==> config.mk <==
export PLATFORM = sky130hd
export DESIGN_NAME = cdt_output_stage
export DESIGN_NICKNAME = d
export VERILOG_FILES = /design/src/rtl/cdt_pkg.sv /design/src/rtl/cdt_force_sel.sv /design/src/rtl/cdt_pair_steer.sv /design/src/rtl/cdt_deadband.sv /design/src/rtl/cdt_output_stage.sv
export SDC_FILE = /design/constraint.sdc
export NUM_CORES = 1
export LEC_CHECK = 0
export BUFFER_PORTS_ARGS = -buffer_cell sky130_fd_sc_hd__buf_2
export CAP_MARGIN = 30
export CORE_MARGIN = 5
export CORE_UTILIZATION = 55
export CTS_BUF_LIST = sky130_fd_sc_hd__clkbuf_8
export DETAILED_ROUTE_END_ITERATION = 10
export PLACE_DENSITY_LB_ADDON = 0.12
export SYNTH_ARGS = -nofsm -noshare
export SYNTH_HDL_FRONTEND = slang
export SYNTH_HIERARCHICAL = 1
export SYNTH_SLANG_ARGS = --single-unit
==> constraint.sdc <==
create_clock -name clk -period 3.3 [get_ports clk]
set_input_delay 0.825 -clock clk [delete_from_list [all_inputs] [get_ports clk]]
set_output_delay 0.825 -clock clk [all_outputs]
set_load 0.01 [all_outputs]
==> src/rtl/cdt_pkg.sv <==
package cdt_pkg;
  localparam int NCH = 2;
  typedef enum logic [1:0] {
    FSRC_PWM   = 2'b00,
    FSRC_INV   = 2'b01,
    FSRC_SWLVL = 2'b10,
    FSRC_EXT   = 2'b11
  } fsrc_e;
endpackage

==> src/rtl/cdt_force_sel.sv <==
module cdt_force_sel
  import cdt_pkg::*;
(
  input  logic       clk,
  input  logic       rst_n,
  input  logic       load,
  input  logic [1:0] sel_in,
  input  logic       raw,
  input  logic       sw_lvl,
  input  logic       ext_lvl,
  output logic       sig_o
);
  fsrc_e sel_q;

  // active code is only replaced on a force event
  always_ff @(posedge clk or negedge rst_n) begin
    if (!rst_n)    sel_q <= FSRC_PWM;
    else if (load) sel_q <= fsrc_e'(sel_in);
  end

  always_comb begin
    unique case (sel_q)
      FSRC_PWM:   sig_o = raw;
      FSRC_INV:   sig_o = ~raw;
      FSRC_SWLVL: sig_o = sw_lvl;
      FSRC_EXT:   sig_o = ext_lvl;
      default:    sig_o = raw;
    endcase
  end

  p_sel_hold_r8: assert property (@(posedge clk) disable iff (!rst_n)
    !load |=> $stable(sel_q));
endmodule

==> src/rtl/cdt_pair_steer.sv <==
module cdt_pair_steer
  import cdt_pkg::*;
(
  input  logic           indep,
  input  logic           src_b,
  input  logic [NCH-1:0] sig,
  output logic [NCH-1:0] want
);
  logic src;

  always_comb begin
    src = src_b ? sig[1] : sig[0];
    if (indep) want = sig;
    else       want = {~src, src};
  end
endmodule

==> src/rtl/cdt_deadband.sv <==
module cdt_deadband #(
  parameter int DT_W = 8
) (
  input  logic            clk,
  input  logic            rst_n,
  input  logic            want,
  input  logic [DT_W-1:0] dt,
  output logic            act_o
);
  logic [DT_W-1:0] dwell_q;

  // counter stops at dt, so it cannot wrap
  always_ff @(posedge clk or negedge rst_n) begin
    if (!rst_n) begin
      dwell_q <= '0;
      act_o   <= 1'b0;
    end else if (!want) begin
      dwell_q <= '0;
      act_o   <= 1'b0;
    end else if (dwell_q >= dt) begin
      act_o   <= 1'b1;
    end else begin
      dwell_q <= dwell_q + 1'b1;
    end
  end

  p_fall_fast_r4: assert property (@(posedge clk) disable iff (!rst_n)
    !want |=> !act_o);
  p_rise_after_req_r3: assert property (@(posedge clk) disable iff (!rst_n)
    $rose(act_o) |-> $past(want));
endmodule

==> src/rtl/cdt_output_stage.sv <==
module cdt_output_stage
  import cdt_pkg::*;
#(
  parameter int DT_W = 8
) (
  input  logic            clk,
  input  logic            rst_n,
  input  logic            raw_a,
  input  logic            raw_b,
  input  logic            indep_mode,
  input  logic            pair_src_b,
  input  logic [DT_W-1:0] dt_cnt_a,
  input  logic [DT_W-1:0] dt_cnt_b,
  input  logic            pol_inv_a,
  input  logic            pol_inv_b,
  input  logic            oe_a,
  input  logic            oe_b,
  input  logic [1:0]      force_sel_a,
  input  logic [1:0]      force_sel_b,
  input  logic            sw_level_a,
  input  logic            sw_level_b,
  input  logic            ext_level_a,
  input  logic            ext_level_b,
  input  logic            force_from_ext,
  input  logic            force_strobe_sw,
  input  logic            force_trig_ext,
  input  logic            fault_kill,
  output logic            pwm_a_o,
  output logic            pwm_b_o,
  output logic            pwm_a_oe,
  output logic            pwm_b_oe
);
  logic [1:0]      fsel   [NCH];
  logic            raw_v  [NCH];
  logic            sw_v   [NCH];
  logic            ext_v  [NCH];
  logic [DT_W-1:0] dt_v   [NCH];
  logic [NCH-1:0]  forced;
  logic [NCH-1:0]  want;
  logic [NCH-1:0]  act;
  logic            force_evt;

  assign fsel[0]  = force_sel_a;  assign fsel[1]  = force_sel_b;
  assign raw_v[0] = raw_a;        assign raw_v[1] = raw_b;
  assign sw_v[0]  = sw_level_a;   assign sw_v[1]  = sw_level_b;
  assign ext_v[0] = ext_level_a;  assign ext_v[1] = ext_level_b;
  assign dt_v[0]  = dt_cnt_a;     assign dt_v[1]  = dt_cnt_b;

  assign force_evt = force_from_ext ? force_trig_ext : force_strobe_sw;

  for (genvar c = 0; c < NCH; c++) begin : g_fsel
    cdt_force_sel u_fsel (
      .clk     (clk),
      .rst_n   (rst_n),
      .load    (force_evt),
      .sel_in  (fsel[c]),
      .raw     (raw_v[c]),
      .sw_lvl  (sw_v[c]),
      .ext_lvl (ext_v[c]),
      .sig_o   (forced[c])
    );
  end

  cdt_pair_steer u_steer (
    .indep (indep_mode),
    .src_b (pair_src_b),
    .sig   (forced),
    .want  (want)
  );

  for (genvar c = 0; c < NCH; c++) begin : g_db
    logic [DT_W-1:0] dt_eff;
    assign dt_eff = indep_mode ? '0 : dt_v[c];
    cdt_deadband #(.DT_W(DT_W)) u_db (
      .clk   (clk),
      .rst_n (rst_n),
      .want  (want[c]),
      .dt    (dt_eff),
      .act_o (act[c])
    );
  end

  // fault path is combinational so it acts without waiting for an edge
  assign pwm_a_o  = (act[0] & ~fault_kill) ^ pol_inv_a;
  assign pwm_b_o  = (act[1] & ~fault_kill) ^ pol_inv_b;
  assign pwm_a_oe = oe_a;
  assign pwm_b_oe = oe_b;

  p_fault_safe_r7: assert property (@(posedge clk) disable iff (!rst_n)
    fault_kill |-> (pwm_a_o == pol_inv_a) && (pwm_b_o == pol_inv_b));
  p_no_overlap_r4: assert property (@(posedge clk) disable iff (!rst_n)
    !$past(indep_mode) |-> !(act[0] && act[1]));
endmodule

==> results.ini, run 1 <==
[status]
status=finished clean

[routing]
vias=1397
viasPerCell=5.544
wl_um=3529
first_pass_iters=4
wl_per_cell_um=14.00
drt_iter0_drc=52
final_antenna_net_count=0
drc_errors=0

[timing]
finalSetupTns_ns=0
setup-violations-final=0
timing.fmax_mhz=355.2
worstMarginPinSlew_ns=0.5266
finClkSkew_ns=0.005174
finalMaxSlewViolations=0
finalCriticalPeriod_ns=2.815
hold_viol_final=0
post-route-period-util_pct=85.31
relSlewSlack_pct=64.84
rsz0062_at_grt=no

[synth]
yosysUniqueCellTypes=35
async_flop_share_pct=100.0
yosys.area_share.simple_pct=22.52
synth-xor-area-share_pct=3.111
synth_top_area_share_pct=32.59
yosysSeqAreaShare_pct=32.59
yosysTopAreaCell=dfrtp_1
synth_compound_area_share_pct=14.81
ys_ff_latch=22
syn_area_um2=1689
synthAdderAreaFrac_pct=13.33
synth_top_family_by_area=simple AND/OR/NAND/NOR gates
ys.warnings.count=6
syn_area_per_cell_um2=9.332
synth-main-ff-cell=dfrtp_1
syn-num-nets=237
syn_inst=181
ys_top_cells_by_area=dfrtp_1, ha_1, inv_1
synth.top_cells.by_count=dfrtp_1, inv_1, ha_1
synth_edf_count=0
synthMuxAreaShare_pct=6.593

[clock_tree]
clk_latency_ns=0.26
cts_htree_levels=1
cts_hold_buf=0
cts_max_path_buffers=2
cts.sinks=22
cts-root-buf=clkbuf_8
cts_post_setup_buffers_inserted=0
cts_tree=yes
clk_pin_slew_worst_paths_ns=0.08
cts_made_buffers=3
cts_resized=0

[pwr]
p_per_area_nw_per_um2=414.7
irDropWorstVdd_mv=0.2582
power.leakage_nw=0.9494

[grt]
grt_max_degree=23
grt_usage_pct=18.76
grt_pass1_vias=1509
met2_usage_pct=31.98
antenna_found_initial=0
use_met1_pct=23.71
grt-ovfl-total=0
top_usage_layer=met2
grt_pass1_wl_um=6403
gr-usage-met3_pct=2.906

[critical_path]
worstPathArrival_ns=3.01
worstSetupEndpoint=g_db[0].u_db/dwell_q[4]
reg2reg_from=g_db[0].u_db/dwell_q[2]
worstPathRequired_ns=3.49
r2r_slack_ns=1.08
endpoint_kind=register
crit_fanout=13
startpoint=indep_mode
critPathLaunchType=input pin
worstSetupPathType=in2reg
reg2regPathDepth=7
reg2reg_to=g_db[0].u_db/dwell_q[4]

[placed_design]
dp.cells=249
gp_congestion=0.7837
dp_hpwl_um=2884
post_dp_cell_area_um2=1902
port_buffers=37

[floorplan]
initial_core_util_pct=56.25
die_h_um=65.42
coreArea_um2=3003
row_count=20
die_area_um2=4279
io_pins=42
dieWidth_um=65.42

[finish]
area_growth_pct=15.04
stdcell_area_um2=1943
final_cells=252
nNetsFinal=277
diodes=0
drive_gt1_share_pct=27.85

[min_path]
hp-class=reg2reg

[job]
maxCapViolations=0

## sequential cells by signal, summed over array words and instances (netlist names)
| register | cells |
|---|---|
| g_db.u_db/act_o | 2 |
| g_db.u_db/dwell_q | 16 |
| g_fsel.u_fsel/sel_q | 4 |
## per-stage QoR
step	hold WS [ns]	utilization, %	power, W	setup slack (ns)
2_1_floorplan	0.4673	-	0.0005549	0.6289
6_report	0.5147	64.71	0.0008059	0.4848
3_3_place_gp	0.4928	63.33	0.0006246	0.3132
4_1_cts	0.5198	64.71	0.0008140	0.4860
3_5_place_dp	0.4995	63.33	0.0006445	0.2141
5_1_grt	0.5402	64.71	0.0008791	0.2979
## layout by cell type, fill, tap and decap left out, types with 6 or more instances in the layout
| cell type | Yosys | layout |
|---|---|---|
| a21oi_1 | 10 | 10 |
| xnor2_1 | 6 | 6 |
| or3_1 | 8 | 8 |
| and2b_2 | 6 | 6 |
| nor2_1 | 8 | 8 |
| inv_1 | 22 | 22 |
| dfrtp_1 | 22 | 22 |
| nand3_1 | 8 | 8 |
| nand2_1 | 6 | 6 |
| nor2b_2 | 7 | 7 |
| buf_2 | 2 | 37 |
| ha_1 | 18 | 18 |
| o21ai_0 | 10 | 10 |
## worst min path at each step
stage,start,endpoint,slack (ns),depth (start not counted)
6_report,g_fsel[1].u_fsel/sel_q[1],g_fsel[1].u_fsel/sel_q[1],0.51,1
5_1_grt,g_fsel[1].u_fsel/sel_q[1],g_fsel[1].u_fsel/sel_q[1],0.54,1
4_1_cts,g_fsel[1].u_fsel/sel_q[1],g_fsel[1].u_fsel/sel_q[1],0.52,1
3_5_place_dp,g_db[0].u_db/act_o,g_db[0].u_db/act_o,0.50,2
3_3_place_gp,g_fsel[1].u_fsel/sel_q[1],g_fsel[1].u_fsel/sel_q[1],0.49,1
2_1_floorplan,g_db[0].u_db/act_o,g_db[0].u_db/act_o,0.47,2
## where the power goes
part / leakage (nW) / switching [W] / internal [W]
Combinational: 0.636 / 0.000150 / 0.000136
Clock: 0.0216 / 0.0000848 / 0.0000814
Sequential: 0.292 / 0.0000428 / 0.000310
Total: 0.949 / 0.000278 / 0.000528
## worst max-delay path: stages
cell and delay (ns):
buf_2 0.25, and2b_2 0.25, inv_1 0.05, ha_1 0.23, a211o_1 0.29, a31oi_1 0.19
o311ai_2 0.19, buf_4 0.22, or3_1 0.34, a21oi_1 0.15
## layer usage
layer	wire length, um	share of wire, %	vias to the layer above
met1	1614	46	637
met4	18	0.51	0
li1	-	-	711
met3	242	6.9	2
met5	0	0	-
met2	1654	47	47
## cell type report
type | count | area, um^2
fill | 261 | 1060
multi-input combinational | 132 | 1020
sequential | 22 | 550.5
timing repair buffer | 40 | 207.7
inverter | 22 | 82.58
clock buffer | 3 | 41.29
tap | 33 | 41.29
## cell families (layout without fill, tap and decap cells)
family / Yosys count / in the layout
simple gates: 61 / 61
xor+xnor: 6 / 6
flops: 22 / 22
mux: 10 / 10
compound gates: 37 / 37
buf+inv: 27 / 65
fa+ha+maj: 18 / 18
Note: power is estimated with default switching activity, not from simulation.
==> run 2, diff against run 1 <==
--- a/config.mk
+++ b/config.mk
@@ -6,12 +6,14 @@
 export NUM_CORES = 1
 export LEC_CHECK = 0
 export BUFFER_PORTS_ARGS = -buffer_cell sky130_fd_sc_hd__buf_2
-export CAP_MARGIN = 30
+export CAP_MARGIN = 10
 export CORE_MARGIN = 5
 export CORE_UTILIZATION = 55
 export CTS_BUF_LIST = sky130_fd_sc_hd__clkbuf_8
 export DETAILED_ROUTE_END_ITERATION = 10
+export GPL_TIMING_DRIVEN = 0
 export PLACE_DENSITY_LB_ADDON = 0.12
+export REMOVE_ABC_BUFFERS = 1
 export SYNTH_ARGS = -nofsm -noshare
 export SYNTH_HDL_FRONTEND = slang
 export SYNTH_HIERARCHICAL = 1
==> run 2 against run 1 <==
  * First-iteration DRC count decreased by 27%
  * Core utilization down 0.29 points
  * Fmax is 8.1% lower
  * Sequential power about the same
  * Sequential share of layout area up 0.13 points
  * Count of clock-buffer cells in the layout is 1 higher
  * Sequential cell count unchanged
  * Clock power up 18%
==> results.ini, run 2 (synthesis results as in run 1) <==
[status]
status=finished clean

[critical_path]
endpoint_kind=register
worstSetupPathType=in2reg
critPathLaunchType=input pin
startpoint=indep_mode
crit_fanout=19  ; +6
reg2reg_from=g_db[0].u_db/dwell_q[2]
worstPathArrival_ns=3.25  ; +0.24 ns
worstPathRequired_ns=3.49  ; about the same

[placed_design]
gp_congestion=0.7459  ; -4.8%
dp.cells=246  ; -1.2%
port_buffers=37  ; unchanged
dp_hpwl_um=2662  ; -7.7%
pre_cts_slack_ns=-0.04275  ; -0.2568 ns

[routing]
drt_iter0_drc=38  ; -27%
met2_length_um=1597  ; -3.4%
wl_per_cell_um=13.58  ; -3.0%
dr_wl_met3_um=204  ; -16%
viasPerCell=5.664  ; +2.2%
wl_um=3395  ; -3.8%
final_antenna_net_count=0  ; unchanged
vias=1416  ; +1.4%
first_pass_iters=4  ; unchanged
drc_errors=0  ; unchanged
wl_met1_um=1532  ; -5.1%
top_layer=met4

[timing]
finalCriticalPeriod_ns=3.062  ; +0.2471 ns
finClkSkew_ns=0.004794  ; -0.0003807 ns
post-route-period-util_pct=92.79  ; +7.5 points
hold_viol_final=0  ; unchanged
rsz0062_at_grt=no
worstMarginPinSlew_ns=0.9192  ; +0.3926 ns
timing.fmax_mhz=326.6  ; -8.1%
setup-violations-final=0  ; unchanged
relSlewSlack_pct=38.62  ; -26 points
worst_slack_ns=0.2378  ; -0.2471 ns
finalMaxSlewViolations=0  ; unchanged

[clock_tree]
cts_htree_levels=1  ; unchanged
cts.sinks=22  ; unchanged
cts_resized=0  ; unchanged
cts_post_setup_buffers_inserted=0  ; unchanged
clk_latency_ns=0.26  ; about the same
cts-root-buf=clkbuf_8
cts_max_path_buffers=2  ; unchanged
cts_hold_buf=0  ; unchanged
cts_made_buffers=3  ; unchanged
clk_pin_slew_worst_paths_ns=0.08  ; about the same
cts_tree=yes

[finish]
area_growth_pct=14.52
top_regs=g_db.u_db/dwell_q (16), g_fsel.u_fsel/sel_q (4), g_db.u_db/act_o (2)
regMostFlops=g_db.u_db/dwell_q
diodes=0  ; unchanged
drive_gt1_share_pct=27.19  ; -0.66 points
final_cells=250  ; -0.79%
final_common_cell=buf_2
final_util_pct=64.42  ; -0.29 points
nNetsFinal=274  ; -1.1%
largest_register_ffs=16  ; unchanged
final_cell_mix=buf_2, inv_1, dfrtp_1, ha_1

[grt]
grt-ovfl-total=0  ; unchanged
grt_max_degree=23  ; unchanged
grt_usage_pct=18.75  ; about the same
grt_pass1_vias=1506  ; -0.20%
grt_pass1_wl_um=6348  ; -0.86%
antenna_found_initial=0  ; unchanged

[job]
maxCapViolations=0  ; unchanged

[pwr]
fin_total_pwr_w=0.0008261  ; +2.5%
power.leakage_nw=0.9412  ; -0.86%
irDropWorstVdd_mv=0.2589  ; +0.25%
p_per_area_nw_per_um2=427.1  ; +3.0%

[floorplan]
initial_core_util_pct=56.25  ; unchanged
io_pins=42  ; unchanged
coreArea_um2=3003  ; unchanged
die_area_um2=4279  ; unchanged
row_count=20  ; unchanged
die_h_um=65.42  ; unchanged
dieWidth_um=65.42  ; unchanged

[min_path]
hp-class=in2async

==> run 2: changes by cell type in the layout (fill, tap and decap cells not counted) <==
cell / before / now
buf_4: 3 / 0
clkbuf_8: 3 / 4
==> run 2: power by group <==
part	internal (W)	switching [W]	leakage [nW]	total (W)
sequential	0.000310	0.0000412	0.292	0.000352
combinational	0.000129	0.000150	0.620	0.000279
clock	0.000106	0.0000894	0.0288	0.000196
total	0.000546	0.000280	0.941	0.000826
==> run 2: routing by layer <==
| layer | GRT usage (%) | up-vias |
|---|---|---|
| li1 | - | 705 |
| met1 | 23.71 | 661 |
| met2 | 31.61 | 44 |
| met3 | 3.077 | 6 |
| met4 | 7.772 | 0 |
| met5 | 0 | - |
==> run 2: metrics by stage <==
step / hold WS, ns / instance area [um^2] / TNS [ns]
5_1_grt: 0.5461 / 1934 / 0
3_3_place_gp: 0.4914 / 1879 / 0
4_1_cts: 0.5219 / 1934 / 0
6_report: 0.5161 / 1934 / 0
2_1_floorplan: 0.4673 / 1653 / 0
3_5_place_dp: 0.5031 / 1879 / -0.04275
==> run 2: worst paths after layout <==
| path | end | cells after the start | slack [ns] |
|---|---|---|---|
| min | g_db[1].u_db/dwell_q[6] | 1 | 0.52 |
| max in group asynchronous | g_db[0].u_db/act_o | 1 | 2.44 |
| min reg2reg | g_db[0].u_db/act_o | 2 | 0.52 |
| max | g_db[0].u_db/dwell_q[7] | 9 | 0.24 |
| max reg2reg | g_db[0].u_db/dwell_q[7] | 6 | 0.94 |
| min in group clk | g_db[0].u_db/act_o | 2 | 0.52 |
==> run 2: worst max-delay path, stage by stage <==
cell      delay, ns
buf_2          0.34
and2b_2        0.26
inv_1          0.06
ha_1           0.23
a211o_1        0.29
a31oi_1        0.22
o311ai_2       0.29
or4_1          0.58
a21oi_1        0.15
==> run 2: final cells by class <==
cell class / instances / area [um^2]
repair buffers: 37 / 185.2
fillers: 269 / 1069
inverters: 22 / 82.58
flip-flops and latches: 22 / 550.5
clock buffers: 4 / 55.05
well taps: 33 / 41.29
multi-input cells: 132 / 1020
==> run 3, diff against run 2 <==
--- a/config.mk
+++ b/config.mk
@@ -7,8 +7,10 @@
 export LEC_CHECK = 0
 export BUFFER_PORTS_ARGS = -buffer_cell sky130_fd_sc_hd__buf_2
 export CAP_MARGIN = 10
+export CELL_PAD_IN_SITES_DETAIL_PLACEMENT = 0
+export CELL_PAD_IN_SITES_GLOBAL_PLACEMENT = 1
 export CORE_MARGIN = 5
-export CORE_UTILIZATION = 55
+export CORE_UTILIZATION = 45
 export CTS_BUF_LIST = sky130_fd_sc_hd__clkbuf_8
 export DETAILED_ROUTE_END_ITERATION = 10
 export GPL_TIMING_DRIVEN = 0
==> run 3 against run 2 <==
  * Worst hold slack about the same
  * Highest routed layer unchanged
  * Final cell count up 6.0%
  * Cell area increased by 0.97%
  * Critical path type unchanged
  * Non-clock buffer count unchanged
==> results.ini, run 3 (synthesis results as in run 1) <==
[clock_tree]
cts_made_buffers=3  ; unchanged
cts_tree=yes
cts_hold_buf=0  ; unchanged
clk_latency_ns=0.26  ; about the same
clk_pin_slew_worst_paths_ns=0.08  ; about the same
cts_resized=0  ; unchanged
cts_htree_levels=1  ; unchanged
cts.sinks=22  ; unchanged
cts_max_path_buffers=2  ; unchanged
cts_post_setup_buffers_inserted=0  ; unchanged
cts-root-buf=clkbuf_8

[finish]
final_util_pct=53.35  ; -11 points
diodes=0  ; unchanged
top_regs=g_db.u_db/dwell_q (16), g_fsel.u_fsel/sel_q (4), g_db.u_db/act_o (2)
drive_gt1_share_pct=27.19  ; unchanged
final_cell_mix=buf_2, inv_1, dfrtp_1, ha_1
final_common_cell=buf_2
area_growth_pct=15.63
largest_register_ffs=16  ; unchanged
nNetsFinal=274  ; unchanged
stdcell_area_um2=1953  ; +0.97%
regMostFlops=g_db.u_db/dwell_q

[floorplan]
die_area_um2=5079  ; +19%
row_count=22  ; +10%
die_h_um=71.27  ; +8.9%
coreArea_um2=3661  ; +22%
dieWidth_um=71.27  ; +8.9%
initial_core_util_pct=46.14  ; -10 points
io_pins=42  ; unchanged

[placed_design]
gp_congestion=0.7680  ; +3.0%
dp_hpwl_um=2674  ; +0.45%
post_dp_cell_area_um2=1898  ; +1.0%
port_buffers=37  ; unchanged

[critical_path]
crit_fanout=19  ; unchanged
startpoint=indep_mode
reg2reg_to=g_db[1].u_db/dwell_q[7]
crit_chain=buf_2 > and2b_2 > inv_1 > ha_1 > a211o_1 > a31oi_1 > o311ai_2 > or4_1 > a21oi_1
slowest_stage=or4_1
worstPathArrival_ns=3.24  ; about the same
reg2reg_from=g_db[1].u_db/dwell_q[2]
reg2regPathDepth=6  ; unchanged
worstPathRequired_ns=3.49  ; about the same
worstSetupEndpoint=g_db[0].u_db/dwell_q[7]
r2r_slack_ns=0.92  ; -0.02 ns
cp_slowest_stage_delay_ns=0.58  ; about the same
worstSetupPathType=in2reg
critPathLaunchType=input pin
endpoint_kind=register

[grt]
grt_pass1_wl_um=5664  ; -11%
grt-ovfl-total=0  ; unchanged
grt_max_degree=23  ; unchanged
antenna_found_initial=0  ; unchanged
grt_usage_pct=13.75  ; -5.0 points
grt_pass1_vias=1303  ; -13%

[timing]
setup-violations-final=0  ; unchanged
finalCriticalPeriod_ns=3.052  ; -0.01062 ns
worstMarginPinSlew_ns=0.9478  ; +0.02862 ns
timing.fmax_mhz=327.7  ; +0.35%
finClkSkew_ns=0.001651  ; -0.003142 ns
finalMaxSlewViolations=0  ; unchanged
hold_viol_final=0  ; unchanged
post-route-period-util_pct=92.47  ; -0.32 points
rsz0062_at_grt=no
relSlewSlack_pct=36.71  ; -1.9 points

[routing]
drc_errors=0  ; unchanged
final_antenna_net_count=0  ; unchanged
vias=1353  ; -4.4%
wl_per_cell_um=12.65  ; -6.8%
first_pass_iters=4  ; unchanged
wl_um=3353  ; -1.2%
drt_iter0_drc=47  ; +24%
viasPerCell=5.106  ; -9.9%

[job]
maxCapViolations=0  ; unchanged

[pwr]
power.leakage_nw=0.9412  ; unchanged
irDropWorstVdd_mv=0.2225  ; -14%
p_per_area_nw_per_um2=418.6  ; -2.0%

[status]
status=finished clean

[min_path]
hp-class=in2async

## run 3: cell counts in the layout (fill, tap and decap cells not counted)
No cell type changed its count.
## run 3: power breakdown
| group | leakage (nW) | internal (W) | switching (W) |
|---|---|---|---|
| logic | 0.620 | 0.000127 | 0.000144 |
| clock network | 0.0288 | 0.000106 | 0.0000888 |
| registers | 0.292 | 0.000310 | 0.0000403 |
## run 3: final cells by class
cell class	instances	area [um^2]
multi-input combinational	132	1020
clock buffer	4	55.05
inverter	22	82.58
timing repair buffer	37	185.2
fill	357	1708
sequential	22	550.5
tap	48	60.06
## run 3: how the worst min path moves through the flow
| stage | from | to | slack, ns | cells past startpoint |
|---|---|---|---|---|
| 6_report | rst_n | g_db[0].u_db/dwell_q[7] | 0.52 | 1 |
| 5_1_grt | g_db[0].u_db/act_o | g_db[0].u_db/act_o | 0.54 | 2 |
| 4_1_cts | g_db[0].u_db/act_o | g_db[0].u_db/act_o | 0.52 | 2 |
| 3_5_place_dp | g_db[0].u_db/act_o | g_db[0].u_db/act_o | 0.50 | 2 |
| 3_3_place_gp | g_db[1].u_db/act_o | g_db[1].u_db/act_o | 0.49 | 2 |
| 2_1_floorplan | g_db[0].u_db/act_o | g_db[0].u_db/act_o | 0.47 | 2 |
## run 3: stage by stage
stage               setup TNS (ns)  setup slack [ns]  instances  total power [W]  hold WS, ns
global placement         -0.006567         -0.006567        261        0.0006202       0.4899
detailed placement        -0.04286          -0.03934        261        0.0006309       0.4983
CTS                              0            0.2388        265        0.0008324       0.5243
floorplan                        0            0.5500        176        0.0005451       0.4673
global route                     0           0.08500        265        0.0008833       0.5386
finish                           0            0.2484        265        0.0008175       0.5163
## run 3: metal layers
metal  global-route usage (%)  wire, um  up-vias
met3                    2.945       186        5
met5                        0         0        -
met4                    5.010        49        0
met1                    17.73      1536      609
met2                    22.65      1581       31
li1                         -         -      708
## run 3: critical path: cells and delay by family
kind	cells	cell delay, ns
buf+inv	2	0.38
compound gates	4	0.95
fa+ha+maj	1	0.23
simple gates	2	0.84
